**config.mk**
```make
export PLATFORM = sky130hd
export DESIGN_NAME = dma_xfer_seq
export DESIGN_NICKNAME = d
export VERILOG_FILES = /design/src/rtl/dma_seq_pkg.sv /design/src/rtl/dma_seq_addr.sv /design/src/rtl/dma_seq_pack.sv /design/src/rtl/dma_seq_bwgate.sv /design/src/rtl/dma_xfer_seq.sv
export SDC_FILE = /design/constraint.sdc
export NUM_CORES = 1
export LEC_CHECK = 0
export BUFFER_PORTS_ARGS = -buffer_cell sky130_fd_sc_hd__buf_2
export CAP_MARGIN = 30
export CELL_PAD_IN_SITES_DETAIL_PLACEMENT = 1
export CELL_PAD_IN_SITES_GLOBAL_PLACEMENT = 1
export CORE_ASPECT_RATIO = 1.2
export CORE_MARGIN = 5
export CORE_UTILIZATION = 45
export DETAILED_ROUTE_END_ITERATION = 7
export PLACE_DENSITY = 0.84
export SLEW_MARGIN = 15
export SYNTH_ARGS = -nofsm -noshare
export SYNTH_HDL_FRONTEND = slang
export SYNTH_HIERARCHICAL = 1
export SYNTH_SLANG_ARGS = --single-unit
```
**constraint.sdc**
```tcl
create_clock -name clk -period 4 [get_ports clk]
set_input_delay 0.8 -clock clk [delete_from_list [all_inputs] [get_ports clk]]
set_output_delay 0.8 -clock clk [all_outputs]
set_load 0.02 [all_outputs]
```
**src/rtl/dma_seq_pkg.sv**
```systemverilog
package dma_seq_pkg;

   typedef enum logic [2:0] {
      ST_IDLE,
      ST_READ,
      ST_WRITE,
      ST_RELEASE,
      ST_DONE
   } seq_state_e;

   localparam logic [2:0] SEL_SRC  = 3'd0;
   localparam logic [2:0] SEL_DST  = 3'd1;
   localparam logic [2:0] SEL_CNT  = 3'd2;
   localparam logic [2:0] SEL_CTRL = 3'd3;
   localparam logic [2:0] SEL_STAT = 3'd4;

   localparam int STAT_CLR_BIT = 2;

   // byte count of a size code, 0 for the invalid code
   function automatic logic [2:0] size_bytes(input logic [1:0] code);
      case (code)
         2'b00:   size_bytes = 3'd1;
         2'b01:   size_bytes = 3'd2;
         2'b10:   size_bytes = 3'd4;
         default: size_bytes = 3'd0;
      endcase
   endfunction

   function automatic logic [1:0] size_log2(input logic [1:0] code);
      case (code)
         2'b01:   size_log2 = 2'd1;
         2'b10:   size_log2 = 2'd2;
         default: size_log2 = 2'd0;
      endcase
   endfunction

endpackage

```
**src/rtl/dma_seq_addr.sv**
```systemverilog
module dma_seq_addr #(
   parameter int ADDR_W = 32
) (
   input  logic              clk,
   input  logic              rst_n,
   input  logic              ld,
   input  logic [ADDR_W-1:0] ld_val,
   input  logic              adv,
   input  logic [2:0]        adv_bytes,
   output logic [ADDR_W-1:0] q
);

   always_ff @(posedge clk or negedge rst_n) begin
      if (!rst_n) begin
         q <= '0;
      end else if (ld) begin
         q <= ld_val;
      end else if (adv) begin
         q <= q + ADDR_W'(adv_bytes);
      end
   end

endmodule

```
**src/rtl/dma_seq_pack.sv**
```systemverilog
module dma_seq_pack #(
   parameter int DATA_W = 32
) (
   input  logic              clk,
   input  logic              rst_n,
   input  logic              cap,
   input  logic [$clog2(DATA_W/8)-1:0] lane_off,
   input  logic [$clog2(DATA_W/8):0]   src_nb,
   input  logic [$clog2(DATA_W/8):0]   dst_nb,
   input  logic [DATA_W-1:0] rdata,
   output logic [DATA_W-1:0] wdata
);

   localparam int NB    = DATA_W / 8;
   localparam int OFF_W = $clog2(NB);

   for (genvar i = 0; i < NB; i++) begin : g_lane
      localparam logic [OFF_W:0] IDX = (OFF_W+1)'(i);
      logic [OFF_W:0]    rel;
      logic              in_win;
      logic [DATA_W-1:0] shifted;
      logic [7:0]        lane_q;

      always_comb begin
         rel     = IDX - {1'b0, lane_off};
         in_win  = (IDX >= {1'b0, lane_off}) && (rel < src_nb);
         shifted = rdata >> {rel[OFF_W-1:0], 3'b000};
      end

      always_ff @(posedge clk or negedge rst_n) begin
         if (!rst_n) begin
            lane_q <= '0;
         end else if (cap && in_win) begin
            lane_q <= shifted[7:0];
         end
      end

      assign wdata[i*8 +: 8] = (IDX < dst_nb) ? lane_q : 8'h00;
   end

endmodule

```
**src/rtl/dma_seq_bwgate.sv**
```systemverilog
module dma_seq_bwgate #(
   parameter int CNT_W     = 24,
   parameter int BWC_W     = 3,
   parameter int BW_BASE   = 1,
   parameter bit BW_ENABLE = 1'b1
) (
   input  logic [CNT_W-1:0] cnt_next,
   input  logic [BWC_W-1:0] code,
   output logic             hit
);

   if (BW_ENABLE) begin : g_on
      logic [7:0]       sh;
      logic [CNT_W-1:0] mask;
      always_comb begin
         sh   = 8'(code) + 8'(BW_BASE);
         mask = ~({CNT_W{1'b1}} << sh);
         hit  = (code != '0) && (cnt_next != '0) && ((cnt_next & mask) == '0);
      end
   end else begin : g_off
      logic unused_in;
      assign unused_in = ^{cnt_next, code};
      assign hit = 1'b0;
   end

endmodule

```
**src/rtl/dma_xfer_seq.sv**
```systemverilog
module dma_xfer_seq
   import dma_seq_pkg::*;
#(
   parameter int ADDR_W    = 32,
   parameter int DATA_W    = 32,
   parameter int CNT_W     = 24,
   parameter int BWC_W     = 3,
   parameter int BW_BASE   = 1,
   parameter bit BW_ENABLE = 1'b1,
   parameter int CFG_W     = 32
) (
   input  logic              clk,
   input  logic              rst_n,
   input  logic              cfg_we,
   input  logic [2:0]        cfg_sel,
   input  logic [CFG_W-1:0]  cfg_wdata,
   input  logic              xfer_req,
   output logic              bus_req,
   output logic              bus_valid,
   output logic              bus_wr,
   output logic [ADDR_W-1:0] bus_addr,
   output logic [1:0]        bus_size,
   output logic [DATA_W-1:0] bus_wdata,
   input  logic [DATA_W-1:0] bus_rdata,
   input  logic              bus_ready,
   input  logic              bus_err,
   output logic [3:0]        chan_stat
);

   localparam int NB     = DATA_W / 8;
   localparam int OFF_W  = $clog2(NB);
   localparam int CTRL_W = 6 + BWC_W;

   if (DATA_W != 32) begin : g_bad_data
      $error("dma_xfer_seq: DATA_W must be 32 to carry 4-byte accesses");
   end
   if (CFG_W < ADDR_W || CFG_W < CNT_W || CFG_W < CTRL_W) begin : g_bad_cfg
      $error("dma_xfer_seq: CFG_W narrower than a loadable register");
   end
   if (BW_BASE + (1 << BWC_W) - 1 >= CNT_W) begin : g_bad_bw
      $error("dma_xfer_seq: largest release boundary exceeds the count width");
   end

   seq_state_e        state_q;
   logic [CTRL_W-1:0] ctrl_q;
   logic [CNT_W-1:0]  cnt_q;
   logic [OFF_W-1:0]  beat_q;
   logic              reqst_q, done_q, err_q;

   logic              sinc, dinc;
   logic [1:0]        ssz, dsz;
   logic [BWC_W-1:0]  bwc;
   logic [2:0]        sb, db;
   logic [1:0]        src_lg;
   logic              cfg_ok, st_clr;
   logic              rd_term, wr_term, rd_ok, wr_ok;
   logic [OFF_W+1:0]  fill;
   logic              last_beat;
   logic [OFF_W-1:0]  lane_off;
   logic [CNT_W-1:0]  cnt_nxt;
   logic              bw_hit, busy;
   logic [ADDR_W-1:0] sar, dar;

   assign sinc   = ctrl_q[0];
   assign dinc   = ctrl_q[1];
   assign ssz    = ctrl_q[3:2];
   assign dsz    = ctrl_q[5:4];
   assign bwc    = ctrl_q[6 +: BWC_W];
   assign sb     = size_bytes(ssz);
   assign db     = size_bytes(dsz);
   assign src_lg = size_log2(ssz);

   assign cfg_ok = (sb != 3'd0) && (db != 3'd0) && (sb <= db) && (cnt_q != '0);
   assign st_clr = cfg_we && (cfg_sel == SEL_STAT) && cfg_wdata[STAT_CLR_BIT];

   assign rd_term = (state_q == ST_READ) && bus_ready;
   assign wr_term = (state_q == ST_WRITE) && bus_ready;
   assign rd_ok   = rd_term && !bus_err && !st_clr;
   assign wr_ok   = wr_term && !bus_err && !st_clr;

   always_comb begin
      fill      = ({2'b00, beat_q} + 1'b1) << src_lg;
      last_beat = fill >= {{(OFF_W-1){1'b0}}, db};
      lane_off  = beat_q << src_lg;
      cnt_nxt   = (cnt_q > CNT_W'(db)) ? cnt_q - CNT_W'(db) : '0;
   end

   // address registers: register load beats bus-driven advance
   dma_seq_addr #(.ADDR_W(ADDR_W)) u_src (
      .clk       (clk),
      .rst_n     (rst_n),
      .ld        (cfg_we && cfg_sel == SEL_SRC),
      .ld_val    (cfg_wdata[ADDR_W-1:0]),
      .adv       (rd_ok && sinc),
      .adv_bytes (sb),
      .q         (sar)
   );

   dma_seq_addr #(.ADDR_W(ADDR_W)) u_dst (
      .clk       (clk),
      .rst_n     (rst_n),
      .ld        (cfg_we && cfg_sel == SEL_DST),
      .ld_val    (cfg_wdata[ADDR_W-1:0]),
      .adv       (wr_ok && dinc),
      .adv_bytes (db),
      .q         (dar)
   );

   dma_seq_pack #(.DATA_W(DATA_W)) u_pack (
      .clk      (clk),
      .rst_n    (rst_n),
      .cap      (rd_ok),
      .lane_off (lane_off),
      .src_nb   ((OFF_W+1)'(sb)),
      .dst_nb   ((OFF_W+1)'(db)),
      .rdata    (bus_rdata),
      .wdata    (bus_wdata)
   );

   dma_seq_bwgate #(
      .CNT_W     (CNT_W),
      .BWC_W     (BWC_W),
      .BW_BASE   (BW_BASE),
      .BW_ENABLE (BW_ENABLE)
   ) u_bw (
      .cnt_next (cnt_nxt),
      .code     (bwc),
      .hit      (bw_hit)
   );

   always_ff @(posedge clk or negedge rst_n) begin
      if (!rst_n) begin
         ctrl_q <= '0;
         cnt_q  <= '0;
      end else begin
         if (cfg_we && cfg_sel == SEL_CTRL) begin
            ctrl_q <= cfg_wdata[CTRL_W-1:0];
         end
         if (cfg_we && cfg_sel == SEL_CNT) begin
            cnt_q <= cfg_wdata[CNT_W-1:0];
         end else if (wr_ok) begin
            cnt_q <= cnt_nxt;
         end
      end
   end

   always_ff @(posedge clk or negedge rst_n) begin
      if (!rst_n) begin
         state_q <= ST_IDLE;
         beat_q  <= '0;
         reqst_q <= 1'b0;
         done_q  <= 1'b0;
         err_q   <= 1'b0;
      end else if (st_clr) begin
         state_q <= ST_IDLE;
         beat_q  <= '0;
         reqst_q <= 1'b0;
         done_q  <= 1'b0;
         err_q   <= 1'b0;
      end else begin
         case (state_q)
            ST_IDLE: begin
               if (xfer_req && cfg_ok) begin
                  state_q <= ST_READ;
                  reqst_q <= 1'b1;
                  beat_q  <= '0;
               end
            end
            ST_READ: begin
               if (rd_term) begin
                  if (bus_err) begin
                     done_q  <= 1'b1;
                     err_q   <= 1'b1;
                     state_q <= ST_DONE;
                  end else if (last_beat) begin
                     beat_q  <= '0;
                     state_q <= ST_WRITE;
                  end else begin
                     beat_q  <= beat_q + 1'b1;
                  end
               end
            end
            ST_WRITE: begin
               if (wr_term) begin
                  if (bus_err) begin
                     done_q  <= 1'b1;
                     err_q   <= 1'b1;
                     state_q <= ST_DONE;
                  end else if (cnt_nxt == '0) begin
                     done_q  <= 1'b1;
                     state_q <= ST_DONE;
                  end else if (bw_hit) begin
                     state_q <= ST_RELEASE;
                  end else begin
                     state_q <= ST_READ;
                  end
               end
            end
            ST_RELEASE: state_q <= ST_READ;
            ST_DONE:    state_q <= ST_DONE;
            default:    state_q <= ST_IDLE;
         endcase
      end
   end

   assign busy      = (state_q == ST_READ) || (state_q == ST_WRITE) || (state_q == ST_RELEASE);
   assign bus_valid = (state_q == ST_READ) || (state_q == ST_WRITE);
   assign bus_req   = bus_valid;
   assign bus_wr    = (state_q == ST_WRITE);
   assign bus_addr  = bus_wr ? dar : sar;
   assign bus_size  = bus_wr ? dsz : ssz;
   assign chan_stat = {err_q, done_q, busy, reqst_q};

endmodule

```
Yosys cells after proc, flatten, opt, wreduce, memory -nomap -nowiden
Cells that the tools add are included.
W data, S select, Z words.
{"block": "word_totals", "output_inout_bits": 73, "input_bits": 73, "register_bits": 137, "elab_cells": 166}
{"block": "op_classes", "n_bitwise": 2, "addsub": 10, "n_lt_le_gt_ge": 14, "n_shift": 7, "n_mux": 47, "reduce_logical": 54, "eq_ne": 19}
{"op": "$mux W32", "count": 5}
{"op": "$shr A32 B5 Y8", "count": 4}
{"op": "$mux W24", "count": 3}
{"op": "$add A32 B3 Y32", "count": 2}
{"op": "$logic_not A24 Y1", "count": 2}
{"op": "$reduce_bool A24 Y1", "count": 2}
{"op": "$mux W8", "count": 4}
{"op": "$logic_and A1 B1 Y1", "count": 27}
{"op": "$and A24 B24 Y24", "count": 1}
{"op": "$gt A24 B3 Y1", "count": 1}
{"op": "$mux W3", "count": 8}
{"op": "$not A24 Y24", "count": 1}
{"op": "$shl A24 B8 Y24 const A", "count": 1}
{"op": "$sub A24 B3 Y24", "count": 1}
{"op": "$pmux W3 S3", "count": 2}
{"op": "$pmux W3 S5", "count": 1}
{"op": "$reduce_bool A3 Y1", "count": 5}
{"op": "$mux W2", "count": 7}
{"op": "$mux W1", "count": 13}
{"op": "$eq A3 B2 Y1 const B", "count": 4}
{"op": "$lt A3 B3 Y1", "count": 4}
{"op": "$ne A3 B3 Y1 const B", "count": 4}
{"op": "$reduce_bool A2 Y1", "count": 5}
{"op": "$pmux W2 S2", "count": 2}
{"op": "29 further kinds", "count": 44}

Longest topological paths before layout
{"block": "depth", "depth_word": 13, "ltp_mapped": 15, "ltp_nobuf": 14}

Cells and area by module
The synthesis kept the hierarchy.
{"mod": "dma_seq_addr", "seq_area_each_um2": 800.8, "area_each_um2": 2102.0, "instances": 2, "cells_per_inst": 248}
{"mod": "dma_xfer_seq", "seq_area_each_um2": 1026.0, "area_each_um2": 3587.2, "instances": 1, "cells_per_inst": 511}
{"mod": "dma_seq_pack", "seq_area_each_um2": 800.8, "area_each_um2": 2441.1, "instances": 1, "cells_per_inst": 173}
{"mod": "dma_seq_bwgate", "seq_area_each_um2": 0.0, "area_each_um2": 280.3, "instances": 1, "cells_per_inst": 42}

Least setup slack after synthesis
OpenSTA, ideal clock, no wires.
{"block": "synth_timing", "path_kind": "in2reg", "startpoint": "input cfg_sel[1]", "endpoint": "register u_dst.q[16]", "setup_ps": 82, "arrival_time_ps": 3329, "path_buffers": 4, "path_stages": 13, "required_time_ps": 3918, "setup_slack_ps": 589, "cell_sequence": "nor2_1 and4_1 clkbuf_1 nor2_1 nand3_1 clkbuf_1 nor2_1 clkbuf_2 inv_1 or4_4 buf_6 or4_1 a31oi_1"}
{"block": "synth_via", "elab_chain_cells": 7, "word_cells_on_any_way": 10, "cone_classes": "eq/ne: 2; mux: 1; reduce/logical: 7"}
{"element": "from (decl)", "line": "dma_xfer_seq.sv:15", "text": "input logic [2:0] cfg_sel,"}
{"element": "$eq A3 B3 Y1", "line": "dma_xfer_seq.sv:74", "text": "assign st_clr = cfg_we && (cfg_sel == SEL_STAT) && cfg_wdata[STAT_CLR_BIT];"}
{"element": "$logic_and A1 B1 Y1 (2 in a row)", "line": "dma_xfer_seq.sv:74"}
{"element": "$logic_not A1 Y1", "line": "dma_xfer_seq.sv:79", "text": "assign wr_ok = wr_term && !bus_err && !st_clr;"}
{"element": "$logic_and A1 B1 Y1", "line": "dma_xfer_seq.sv:79"}
{"element": "$logic_and A1 B1 Y1", "line": "dma_xfer_seq.sv:104", "text": ".adv (wr_ok && dinc),"}
{"element": "$reduce_bool A2 Y1 (no source line)"}
{"element": "to (signal assigned)", "line": "dma_seq_addr.sv:17", "text": "q <= ld_val;"}
{"element": "to (signal assigned)", "line": "dma_seq_addr.sv:19", "text": "q <= q + ADDR_W'(adv_bytes);"}
{"element": "to (decl)", "line": "dma_seq_addr.sv:10", "text": "output logic [ADDR_W-1:0] q"}
Several ways; a longest one is shown, not always the timed one.
A chain may end at the register's enable or synchronous reset.

Worst setup path after layout
{"block": "layout_timing", "startpoint": "register ctrl_q[4]", "endpoint": "register state_q[1]"}
{"block": "layout_via", "elab_chain_cells": 13, "word_cells_on_any_way": 29, "cone_classes": "add/sub: 1; order compare: 3; eq/ne: 4; mux: 8; bitwise: 1; reduce/logical: 12"}
{"element": "from (decl)", "line": "dma_xfer_seq.sv:45", "text": "logic [CTRL_W-1:0] ctrl_q;"}
{"element": "from (signal assigned)", "line": "dma_xfer_seq.sv:137", "text": "ctrl_q <= cfg_wdata[CTRL_W-1:0];"}
{"element": "$eq A2 B2 Y1, or another cell as far along", "line": "dma_seq_pkg.sv:21", "text": "case (code)"}
{"element": "$pmux W3 S3 (*)", "line": "dma_seq_pkg.sv:21"}
{"element": "$sub A24 B3 Y24 / $gt A24 B3 Y1 (equally long branches)", "line": "dma_xfer_seq.sv:85", "text": "cnt_nxt = (cnt_q > CNT_W'(db)) ? cnt_q - CNT_W'(db) : '0;"}
{"element": "$mux W24 (*)", "line": "dma_xfer_seq.sv:85"}
{"element": "via cnt_nxt[17]", "line": "dma_xfer_seq.sv:60", "text": "logic [CNT_W-1:0] cnt_nxt;"}
{"element": "$and A24 B24 Y24 / $reduce_bool A24 Y1 (equally long branches)", "line": "dma_seq_bwgate.sv:18", "text": "hit = (code != '0) && (cnt_next != '0) && ((cnt_next & mask) == '0);"}
{"element": "$logic_not A24 Y1 / $logic_and A1 B1 Y1 (equally long branches)", "line": "dma_seq_bwgate.sv:18"}
{"element": "$logic_and A1 B1 Y1 (*)", "line": "dma_seq_bwgate.sv:18"}
{"element": "via bw_hit", "line": "dma_xfer_seq.sv:61", "text": "logic bw_hit, busy;"}
{"element": "$mux W2 (*)", "line": "dma_xfer_seq.sv:192", "text": "end else if (bw_hit) begin"}
{"element": "$mux W3 (*)", "line": "dma_xfer_seq.sv:189", "text": "end else if (cnt_nxt == '0) begin"}
{"element": "$mux W3 (*)", "line": "dma_xfer_seq.sv:185", "text": "if (bus_err) begin"}
{"element": "$mux W3 (*)", "line": "dma_xfer_seq.sv:184", "text": "if (wr_term) begin"}
{"element": "$pmux W3 S5 (*)", "line": "dma_xfer_seq.sv:161", "text": "case (state_q)"}
{"element": "$mux W3 (*)", "line": "dma_xfer_seq.sv:154", "text": "end else if (st_clr) begin"}
{"element": "to (signal assigned)", "line": "dma_xfer_seq.sv:155", "text": "state_q <= ST_IDLE;"}
{"element": "to (signal assigned)", "line": "dma_xfer_seq.sv:164", "text": "state_q <= ST_READ;"}
{"element": "to (signal assigned)", "line": "dma_xfer_seq.sv:188", "text": "state_q <= ST_DONE;"}
{"element": "to (decl)", "line": "dma_xfer_seq.sv:44", "text": "seq_state_e state_q;"}
The timed path passes the listed nets; every way through them passes the cells marked *. The select of a mux whose other input is x is not followed.

==> results.txt <==
Synthesized area -> 10500 µm²
Sequential fraction of the synthesis area -> 32.6%
Warnings from Yosys -> 6
Max cap viols -> 0
Family with the most delay on the worst path -> simple AND/OR/NAND/NOR gates
CTS tree -> done
I/O pins -> 146
Ys flop type -> dfrtp_1
Avg Cell Area, Syn -> 8.60 µm²
Setup Skew -> 15.3 ps
Cells on worst reg2reg path -> 14
Antenna violations before repair -> 0
H-Tree Depth -> 4
DRC Markers -> 0
Vias -> 10500
Max VDD drop -> 328 µV
Max transition margin -> 39.8%
TritonCTS Buffers -> 17
Leakage -> 5.00 nW
Initial DRT Pass Iterations -> 6
CP Capture Type -> flop
WP data required -> 4300 ps
Avg WL per Cell -> 23.1 µm
Min Hold Slack -> 455 ps
Worst path slowest cell -> dfrtp_1
Final Hold Fails -> 0
Most common cell in the netlist -> nand2_1
Total die area -> 26500 µm²
Largest fanout on the critical path -> 7
Worst setup SP type -> flop
Synth Instances -> 1222
GRT overflow -> 0
WL final -> 38400 µm
Post-DP HPWL -> 27700 µm
Inserted Diodes -> 0
Final ANT Viol Nets -> 0
Die height -> 177 µm
Post-synthesis register bit count -> 137
Max-slew violations -> 0
Row cnt -> 61
Area of the core -> 23100 µm²
Chip Width -> 150 µm
Number of distinct library cells after synthesis -> 82
Total Power -> 7.92 mW
Reg2reg setup slack -> 320 ps
Clk_lat worst skew -> 440 ps
Root buffer cell -> clkbuf_16
Async set-reset flop share out of synthesis -> 100%
Worst-Margin Slew -> 904 ps
Cell Pwr Density -> 656 nW/µm²
Min Tclk post-route -> 3680 ps
WP data arrival -> 3980 ps
Setup TNS -> 0 ps
Initial DRC count -> 826
CP peak stage delay -> 440 ps
Top cells by area, synth -> dfrtp_1 (33%), nand2_1 (6.9%), mux4_2 (6.9%)
WP buf/inv -> 1
RSZ-0062 raised after global routing -> false
Reg2Reg Launch Point -> ctrl_q[4]
Area delta synth->final -> 14.8%
Placed instance area -> 11500 µm²
Clk sinks -> 137
Total GRT Usage -> 28.8%
Layout cells sized above 1 -> 22.7%
Worst flop-to-flop path endpoint -> state_q[1]
Yosys top cell area share -> 32.6%
Vias per inst -> 6.33
Initial Utilization -> 45.5%
Post-CTS Setup Bufs -> 0
Post-synth EDFFs -> 0
Syn nets -> 1330
Cell taking the most area after synthesis -> dfrtp_1
Status -> completed
Worst-case clock buffer depth -> 2
IO Port Bufs -> 145
Final Cycle Share -> 92.0%
Top cells by count, synth -> nand2_1 (194), dfrtp_1 (137), nor2_1 (97)
Routability Congestion -> 0.912
Setup-failing EPs final -> 0
Worst min-delay path class -> input port to asynchronous set/reset pin
Clock Pin Slew Worst Setup and Hold Paths -> 60 ps
Worst-path cell chain -> nand2b_1 -> ha_1 -> a211oi_2 -> nand4_1 -> buf_4 -> nor4_1 -> xnor2_1 -> nor2_1 -> nor4_1 -> nand4_1 -> o221ai_1 -> nor4_2 -> a41oi_1 -> o32ai_1
Final net count -> 1442
First-pass GRT wire length -> 60400 µm
Final instance area -> 12100 µm²
FMAX -> 0.272 GHz
Vias in the first global route -> 11000
Type of the worst setup path -> flop to flop
Pin count of the biggest net entering global routing -> 87
-- worst max path at each step --
stage	end	slack (ps)	cells past startpoint	from
2_1_floorplan	u_dst/q[16]	590	13	cfg_sel[1]
3_3_place_gp	state_q[1]	490	14	ctrl_q[4]
3_5_place_dp	state_q[1]	310	14	ctrl_q[4]
4_1_cts	state_q[1]	240	14	ctrl_q[4]
5_1_grt	state_q[1]	60	14	ctrl_q[4]
6_report	state_q[1]	320	14	ctrl_q[4]
-- cell usage in the layout, fill, tap and decap left out, types with 11 or more instances in the layout --
master	netlist	final
a31oi_1	24	24
inv_1	33	33
or4_1	32	32
or3_1	18	18
buf_4	5	19
nand2_1	194	194
nor2b_1	41	41
xnor2_1	21	21
mux4_2	32	32
mux2_2	43	43
nor3_1	39	39
nor2_1	97	97
dfrtp_1	137	137
nand4_1	42	42
and2_1	11	11
ha_1	32	32
buf_2	8	144
nand2b_1	11	11
clkbuf_16	0	17
o21ai_0	62	62
a21oi_1	46	46
nand3_1	46	46
o31ai_1	25	25
nor4_1	20	20
-- state kept, by name (all words and copies together) (netlist names) --
register              cells
beat_q                    2
u_dst/q                  32
reqst_q                   1
cnt_q                    24
state_q                   3
err_q                     1
done_q                    1
u_pack/g_lane.lane_q     32
ctrl_q                    9
u_src/q                  32
-- cell families after synthesis --
family | count (synthesis) | share of synthesized area [%]
adder cells (fa/ha/maj) | 35 | 4.38
multiplexers | 84 | 12.3
flip-flops | 137 | 32.6
AND/OR/NAND/NOR | 608 | 29.9
AO/OA/AOI/OAI | 218 | 13.2
XOR/XNOR | 31 | 2.58
buffers and inverters | 109 | 5.00
-- layer usage --
metal / vias up / part of all wire, % / track usage (%)
li1: 4711 / - / -
met1: 5268 / 40 / 35.6
met4: 0 / 4.8 / 14.5
met5: - / 0 / 0
met3: 101 / 6.3 / 4.24
met2: 448 / 49 / 49.1
-- where the power goes --
part	internal [mW]	leakage, nW	switching, mW
Combinational	1.57	3.09	2.32
Sequential	1.83	1.63	0.564
Clock	0.930	0.279	0.707
-- cell type report --
cell class	instances	area (µm²)
Clock buffer	17	425
Clock inverter	15	164
Fill cell	2785	11100
Tap cell	315	394
Sequential cell	137	3430
Multi-Input combinational cell	976	6610
Inverter	36	135
Timing Repair Buffer	166	915
-- per-stage QoR --
stage,util [%],setup slack [ps],std cells
3_3_place_gp,49.6,493,1630
2_1_floorplan,-,589,1222
6_report,52.2,322,1662
5_1_grt,52.2,58.1,1662
3_5_place_dp,49.6,306,1630
4_1_cts,52.2,244,1662
-- what timing repair did --
action / in CTS / in global routing
setup endpoints to repair: 0 / 1
hold buffers: 0 / 0
resized for setup: 0 / 1
(Power assumes the default switching activity.)
